<file path="src/rtl/fp_precheck.sv">
module fp_precheck (
  input  logic [1:0]  fmt,
  input  logic [2:0]  op,
  input  logic        ftz,
  input  logic        dnan,
  input  logic [63:0] a,
  input  logic [63:0] b,
  input  logic [63:0] c,
  output logic [63:0] a_f,
  output logic [63:0] b_f,
  output logic [63:0] c_f,
  output logic        early_vld,
  output logic [63:0] early_res,
  output logic        flag_inv,
  output logic        flag_dz,
  output logic        flag_den
);
  localparam logic [2:0] OP_ADD = 3'd0, OP_SUB = 3'd1, OP_MUL = 3'd2,
                         OP_DIV = 3'd3, OP_SQRT = 3'd4, OP_FMA = 3'd5;

  logic [63:0] msk, top, sgn, dflt;
  logic [63:0] x   [3];
  logic [63:0] fl  [3];
  logic        s   [3];
  logic        e1  [3];
  logic        e0  [3];
  logic        fz  [3];
  logic        qb  [3];
  logic        den [3], zro [3], inf [3], nan [3], snan [3], fin [3], used [3];

  always_comb begin
    case (fmt)
      2'd0:    begin msk = 64'h0000_0000_0000_FFFF; top = 64'h0000_0000_0000_0200;
                     sgn = 64'h0000_0000_0000_8000; dflt = 64'h0000_0000_0000_7E00; end
      2'd1:    begin msk = 64'h0000_0000_FFFF_FFFF; top = 64'h0000_0000_0040_0000;
                     sgn = 64'h0000_0000_8000_0000; dflt = 64'h0000_0000_7FC0_0000; end
      default: begin msk = 64'hFFFF_FFFF_FFFF_FFFF; top = 64'h0008_0000_0000_0000;
                     sgn = 64'h8000_0000_0000_0000; dflt = 64'h7FF8_0000_0000_0000; end
    endcase
  end

  assign x[0] = a;
  assign x[1] = b;
  assign x[2] = c;
  assign used[0] = 1'b1;
  assign used[1] = (op != OP_SQRT);
  assign used[2] = (op == OP_FMA);

  always_comb begin
    for (int i = 0; i < 3; i++) begin
      case (fmt)
        2'd0: begin
          s[i] = x[i][15]; e1[i] = &x[i][14:10]; e0[i] = ~|x[i][14:10];
          fz[i] = ~|x[i][9:0]; qb[i] = x[i][9];
        end
        2'd1: begin
          s[i] = x[i][31]; e1[i] = &x[i][30:23]; e0[i] = ~|x[i][30:23];
          fz[i] = ~|x[i][22:0]; qb[i] = x[i][22];
        end
        default: begin
          s[i] = x[i][63]; e1[i] = &x[i][62:52]; e0[i] = ~|x[i][62:52];
          fz[i] = ~|x[i][51:0]; qb[i] = x[i][51];
        end
      endcase
      den[i]  = e0[i] & ~fz[i];
      fl[i]   = (ftz & den[i]) ? (x[i] & sgn) : (x[i] & msk);
      zro[i]  = e0[i] & (fz[i] | ftz);
      inf[i]  = e1[i] & fz[i];
      nan[i]  = e1[i] & ~fz[i];
      snan[i] = nan[i] & ~qb[i];
      fin[i]  = ~e1[i] & ~zro[i];
    end
  end

  assign a_f = fl[0];
  assign b_f = fl[1];
  assign c_f = fl[2];

  logic any_snan, any_nan, undef, prod_undef, prod_inf;
  logic [63:0] snan_val, nan_val;

  always_comb begin
    any_snan = 1'b0;
    any_nan  = 1'b0;
    snan_val = '0;
    nan_val  = '0;
    for (int i = 2; i >= 0; i--) begin
      if (used[i] && snan[i]) begin any_snan = 1'b1; snan_val = fl[i] | top; end
      if (used[i] && nan[i])  begin any_nan  = 1'b1; nan_val  = fl[i];       end
    end
  end

  assign prod_undef = (zro[1] & inf[2]) | (inf[1] & zro[2]);
  assign prod_inf   = (inf[1] | inf[2]) & (inf[1] | fin[1]) & (inf[2] | fin[2]);

  always_comb begin
    case (op)
      OP_ADD:  undef = inf[0] & inf[1] & (s[0] ^ s[1]);
      OP_SUB:  undef = inf[0] & inf[1] & ~(s[0] ^ s[1]);
      OP_MUL:  undef = (zro[0] & inf[1]) | (inf[0] & zro[1]);
      OP_DIV:  undef = (zro[0] & zro[1]) | (inf[0] & inf[1]);
      OP_SQRT: undef = s[0] & ~zro[0] & ~nan[0];
      OP_FMA:  undef = prod_undef | (inf[0] & prod_inf & (s[0] ^ s[1] ^ s[2]));
      default: undef = 1'b0;
    endcase
  end

  always_comb begin
    early_vld = 1'b0;
    early_res = '0;
    flag_inv  = 1'b0;
    if (any_snan) begin
      early_vld = 1'b1;
      flag_inv  = 1'b1;
      early_res = dnan ? dflt : snan_val;
    end else if (undef) begin
      early_vld = 1'b1;
      flag_inv  = 1'b1;
      early_res = dflt;
    end else if (any_nan) begin
      early_vld = 1'b1;
      early_res = dnan ? dflt : nan_val;
    end
  end

  assign flag_dz  = (op == OP_DIV) & zro[1] & fin[0];
  assign flag_den = ftz & (fmt != 2'd0) &
                    ((used[0] & den[0]) | (used[1] & den[1]) | (used[2] & den[2]));
endmodule


</file>
<file path="config.mk">
export PLATFORM = sky130hd
export DESIGN_NAME = fp_precheck
export DESIGN_NICKNAME = d
export VERILOG_FILES = /design/src/rtl/fp_precheck.sv
export SDC_FILE = /design/constraint.sdc
export NUM_CORES = 1
export LEC_CHECK = 0
export ABC_AREA = 1
export BUFFER_PORTS_ARGS = -buffer_cell sky130_fd_sc_hd__buf_2
export CORE_AREA = 2 2 180 182
export DETAILED_ROUTE_END_ITERATION = 6
export DIE_AREA = 0 0 182 184
export GPL_TIMING_DRIVEN = 0
export PLACE_DENSITY = 0.49
export SLEW_MARGIN = 20
export SYNTH_ARGS = -nofsm -noshare
export SYNTH_HDL_FRONTEND = slang
export SYNTH_SLANG_ARGS = --single-unit
</file>
<file path="constraint.sdc">
create_clock -name vclk -period 3.1
set_clock_uncertainty 0.05 [all_clocks]
set_input_delay 0.31 -clock vclk [all_inputs]
set_output_delay 0.31 -clock vclk [all_outputs]
set_load 0.02 [all_outputs]
</file>
After elaboration in Yosys (flattened, before gate mapping)
Cells that the tools add are included.
Operators by class
  equal/unequal tests: 7
  multiplexer cells: 45
  bitwise operators: 78
  reductions and logical operators: 52
Operator list (count)
  $mux 64: 14
  $and 64x64->64: 6
  $pmux 64 s2: 2
  $or 64x64->64: 3
  $reduce_or 52->1: 3
  $pmux 63 s2: 1
  $pmux 52 s2: 1
  $reduce_or 23->1: 3
  $and 1x1->1: 41
  $reduce_and 11->1: 3
  $reduce_or 11->1: 3
  $pmux 1 s2: 15
  $reduce_or 10->1: 3
  $reduce_and 8->1: 3
  $reduce_or 8->1: 3
  $logic_not 1->1: 18
  $reduce_and 5->1: 3
  $reduce_or 5->1: 3
  $not 1->1: 14
  $or 1x1->1: 12
  $mux 1: 11
  $eq 3x2->1 const B: 2
  $eq 3x3->1 const B: 2
  $pmux 1 s6: 1
  8 further kinds: 12
Word-level totals
  flip-flop bits (word level): 0
  input port bits: 199
  logic and storage cells: 182

Depth between registers and ports, before layout
  depth in word-level cells: 16
  mapped depth: 20
  gate-level depth less buffers: 20

Worst setup path after synthesis
Ideal clock, no wire load.
  kind: input port to output port
  from: input port c[14]
  to: output port early_res[53]
  arrival: 2.524 ns
  required time: 2.740 ns
  slack: 0.216 ns
  stages on the path: 13
  path buffers: 1
  cell sequence: or2_2 > nor2_1 > nand2_1 > a21oi_1 > nand2_1 > nand2_1 > nand2_1 > nor2_1 > a21oi_1 > nand2_1 > o21ai_0 > clkbuf_1 > o21ai_0
On the way
  cells in the longest elaborated chain, start to end: 15
  elaborated cells between the ends (all ways): 53
  classes of those cells: mux (22); bitwise (22); reduce/logical (9)
Ends and longest elaborated chain
  start: declaration: line 8  | input logic [63:0] c,
  $reduce_or 52->1 or $reduce_or 23->1 (tied branches): line 62, 58
  $logic_not 1->1 (on tied branches): line 62, 58
  $pmux 1 s2: line 51  | case (fmt)
  $or 1x1->1: line 67  | zro[i] = e0[i] & (fz[i] | ftz);
  $and 1x1->1: line 67
  $not 1->1: line 71  | fin[i] = ~e1[i] & ~zro[i];
  $and 1x1->1: line 71
  $or 1x1->1: line 94  | assign prod_inf = (inf[1] | inf[2]) & (inf[1] | fin[1]) & (inf[2] | fin[2]);
  $and 1x1->1: line 94
  $and 1x1->1 (2 in a row): line 103  | OP_FMA: undef = prod_undef | (inf[0] & prod_inf & (s[0] ^ s[1] ^ s[2]));
  $or 1x1->1: line 103
  $pmux 1 s6: line 97  | case (op)
  $mux 64: line 116  | end else if (undef) begin
  $mux 64 (*): line 112  | if (any_snan) begin
  end: declaration: line 13  | output logic [63:0] early_res,
Mark *: on every way between the ends. The rest lies on a longest branch, timed or not.

Final worst setup path
  from: input port a[27]
  to: output port early_res[5]
On the way
  cells in the longest elaborated chain, start to end: 12
  elaborated cells between the ends (all ways): 43
  classes of those cells: mux (14); bitwise (24); reduce/logical (5)
Ends and longest elaborated chain
  start: declaration: line 6  | input logic [63:0] a,
  $reduce_or 52->1: line 62  | fz[i] = ~|x[i][51:0]; qb[i] = x[i][51];
  $logic_not 1->1: line 62
  $pmux 1 s2: line 51
  $not 1->1: line 65, 69
  $and 1x1->1: line 65  | den[i] = e0[i] & ~fz[i];
  $and 1x1->1: line 66  | fl[i] = (ftz & den[i]) ? (x[i] & sgn) : (x[i] & msk);
  $mux 64: line 66
  $mux 64: line 89  | if (used[i] && nan[i]) begin any_nan = 1'b1; nan_val = fl[i]; end
  $mux 64: line 122  | early_res = dnan ? dflt : nan_val;
  $mux 64: line 120  | end else if (any_nan) begin
  $mux 64: line 116
  $mux 64 (*): line 112
Marks and branches as above.

==> results.sh <==
export IMPL_grt_overflow_total=0
export IMPL_clkbuf_count=0
export IMPL_antenna_found_initial=5
export IMPL_synth_top_family_by_area="simple AND/OR/NAND/NOR gates"
export IMPL_grt_pass1_wl_mm=73.5
export IMPL_slew_viol_final=0
export IMPL_setup_viol=0
export IMPL_synth_common_cells="nand2_1 (366), inv_1 (254), nor2_1 (237)"
export IMPL_drt_first_pass_iters=7
export IMPL_routedWlPerCell_um=22.7
export IMPL_fin_nets=2133
export IMPL_die_area_um2=33500
export IMPL_sequential_cell_total=0
export IMPL_critPathLaunchType="input port"
export IMPL_yosysSeqAreaShare_pct=0
export IMPL_syn2layout_area_growth_pct=76.0
export IMPL_rsz0062_at_grt="true"
export IMPL_io_buffers=459
export IMPL_initialDrtViolationCount=1056
export IMPL_finalHoldViolCount=0
export IMPL_crit_type="in2out"
export IMPL_core_area_um2=31400
export IMPL_synth_compound_area_share_pct=25.8
export IMPL_synth_nets=1642
export IMPL_arrival_ns=2.71
export IMPL_powerDensity_nw_per_um2=186
export IMPL_path_buf_inv=5
export IMPL_yosysWarnings=0
export IMPL_vias=12052
export IMPL_worstMarginPinSlew_ns=0.856
export IMPL_synth_fa_ha_area_share_pct=0
export IMPL_muxShareOfSynthArea_pct=0
export IMPL_grt_pass1_vias=11126
export IMPL_grt_max_degree=11
export IMPL_die_w_um=182
export IMPL_crit_chain="buf_2 > nand4_1 > o21ai_4 > nand3_4 > a21oi_4 > inv_2 > buf_6 > nand3b_1 > nand3_2 > nand3b_4 > nor2_4 > buf_6 > nand3_4 > nand2_2 > buf_6"
export IMPL_rows=65
export IMPL_hold_buffers=0
export IMPL_fp_dieH_um=184
export IMPL_syn_avg_cell_area_um2=4.48
export IMPL_yosys_cell_types_count=43
export IMPL_critPathMostFrequentCell="buf_6"
export IMPL_max_slew_margin_pct=42.9
export IMPL_holdWs_ns=0.921
export IMPL_vdd_drop_max_mv=0.0999
export IMPL_synth_top_cells_by_area="nand2_1 (21%), inv_1 (15%), nor2_1 (14%), nand3_1 (12%), o21ai_0 (8.0%)"
export IMPL_cpPeakStageDelay_ns=0.31
export IMPL_synth_cell_area_um2=6470
export IMPL_status="finished, final reports clean"
export IMPL_via_per_inst=5.15
export IMPL_seqCellArea_um2=0
export IMPL_drc=0
export IMPL_crit_fanout=10
export IMPL_slowest_stage="o21ai_4"
export IMPL_dp_hpwl_mm=43.9
export IMPL_yosys_area_top_type="nand2_1"
export IMPL_num_io_pins=459
export IMPL_grt_usage_pct=29.4
export IMPL_gp_congestion=0.995
export IMPL_crit_required_ns=2.74
export IMPL_cap_violations=0
export IMPL_period_share_pct=99.0
export IMPL_critical_path_endpoint_type="output port"
export IMPL_yosysMostFrequentCell="nand2_1"
export IMPL_max_clock_freq_mhz=326
export IMPL_yosys_area_share_xor_xnor_pct=0.271
export IMPL_layout_drive_gt1_share_pct=42.7
export IMPL_drt_wl_total_mm=53.0
export IMPL_yosys_area_share_simple_pct=52.5
export IMPL_initial_utilization_pct=20.6
export IMPL_hp_class="in2out"
export IMPL_ant_nets=0
export IMPL_p_leak_nw=6.58
export IMPL_syn_instance_count=1443
export IMPL_synth_top_area_share_pct=21.2
export IMPL_crit_family="simple AND/OR/NAND/NOR gates"
export IMPL_final_setup_tns_ns=0
export IMPL_period_needed_ns=3.07
-- routing by layer --
layer  vias to the layer above  part of all wire, %  track usage, %
li1                       5594                    -               -
met1                      5638                   40            36.4
met5                         -                0.070               0
met3                       105                  7.5            3.59
met2                       709                   49            52.6
met4                         6                  3.6            9.39
-- through the flow --
stage          utilization (%)  power, mW  cell area [um^2]  std cells  setup WS (ns)
2_1_floorplan                -       1.00              6470       1443          0.216
3_3_place_gp              29.5       1.78              9270       2304         -0.902
3_5_place_dp              29.5       1.78              9270       2304         -0.880
4_1_cts                   32.1       1.89             10100       2321        -0.0456
5_1_grt                   36.2       2.25             11400       2335        -0.0456
6_report                  36.3       2.12             11400       2339         0.0315
-- cell families (layout without fill, tap and decap cells) --
| family | Yosys count | count (layout) |
|---|---|---|
| simple gates | 811 | 811 |
| compound gates | 280 | 280 |
| other cells | 0 | 5 |
| xor+xnor | 2 | 2 |
| buf+inv | 350 | 839 |
-- what timing repair did --
item / 4_1_cts / 5_1_grt
buffers inserted: 16 / 11
cloned: 1 / 2
pin swaps: 16 / 77
endpoints found under the setup margin: 133 / 68
resized for setup: 215 / 370
-- placed cells by master (no fill, tap or decap), types with 11 or more instances in the layout --
| cell type | n |
|---|---|
| inv_1 | 236 |
| buf_4 | 46 |
| nor3_1 | 14 |
| buf_2 | 408 |
| nor2_2 | 47 |
| o22ai_1 | 12 |
| o21ai_1 | 28 |
| nand2_2 | 40 |
| nand3_4 | 11 |
| nor2_1 | 161 |
| o21ai_2 | 21 |
| nand3_1 | 112 |
| a21oi_1 | 53 |
| inv_2 | 22 |
| buf_8 | 13 |
| buf_6 | 55 |
| nand2_1 | 306 |
| nand3_2 | 38 |
| clkbuf_1 | 17 |
| o211ai_1 | 23 |
| nor2_4 | 33 |
| nand2_4 | 20 |
| clkbuf_2 | 15 |
| o21ai_0 | 76 |
| o221ai_1 | 17 |
-- final cells by class --
type / instances / area (um^2)
inverter: 264 / 1020
antenna: 5 / 12.5
timing repair buffer: 489 / 2890
buffer: 86 / 692
tap: 402 / 503
multi-input combinational: 1093 / 6280
fill: 3737 / 20000
-- report_power, final --
part / leakage [nW] / switching (mW) / internal, mW
combinational: 6.58 / 1.41 / 0.708
sequential: 0 / 0 / 0
clock: 0.0000347 / 0 / 0.000000176
-- final timing paths --
kind | start | to | depth (start not counted)
worst max-delay path | a[27] | early_res[5] | 15
worst min-delay path | b[53] | b_f[53] | 4
No activity file was read; power rests on OpenSTA's default activity.
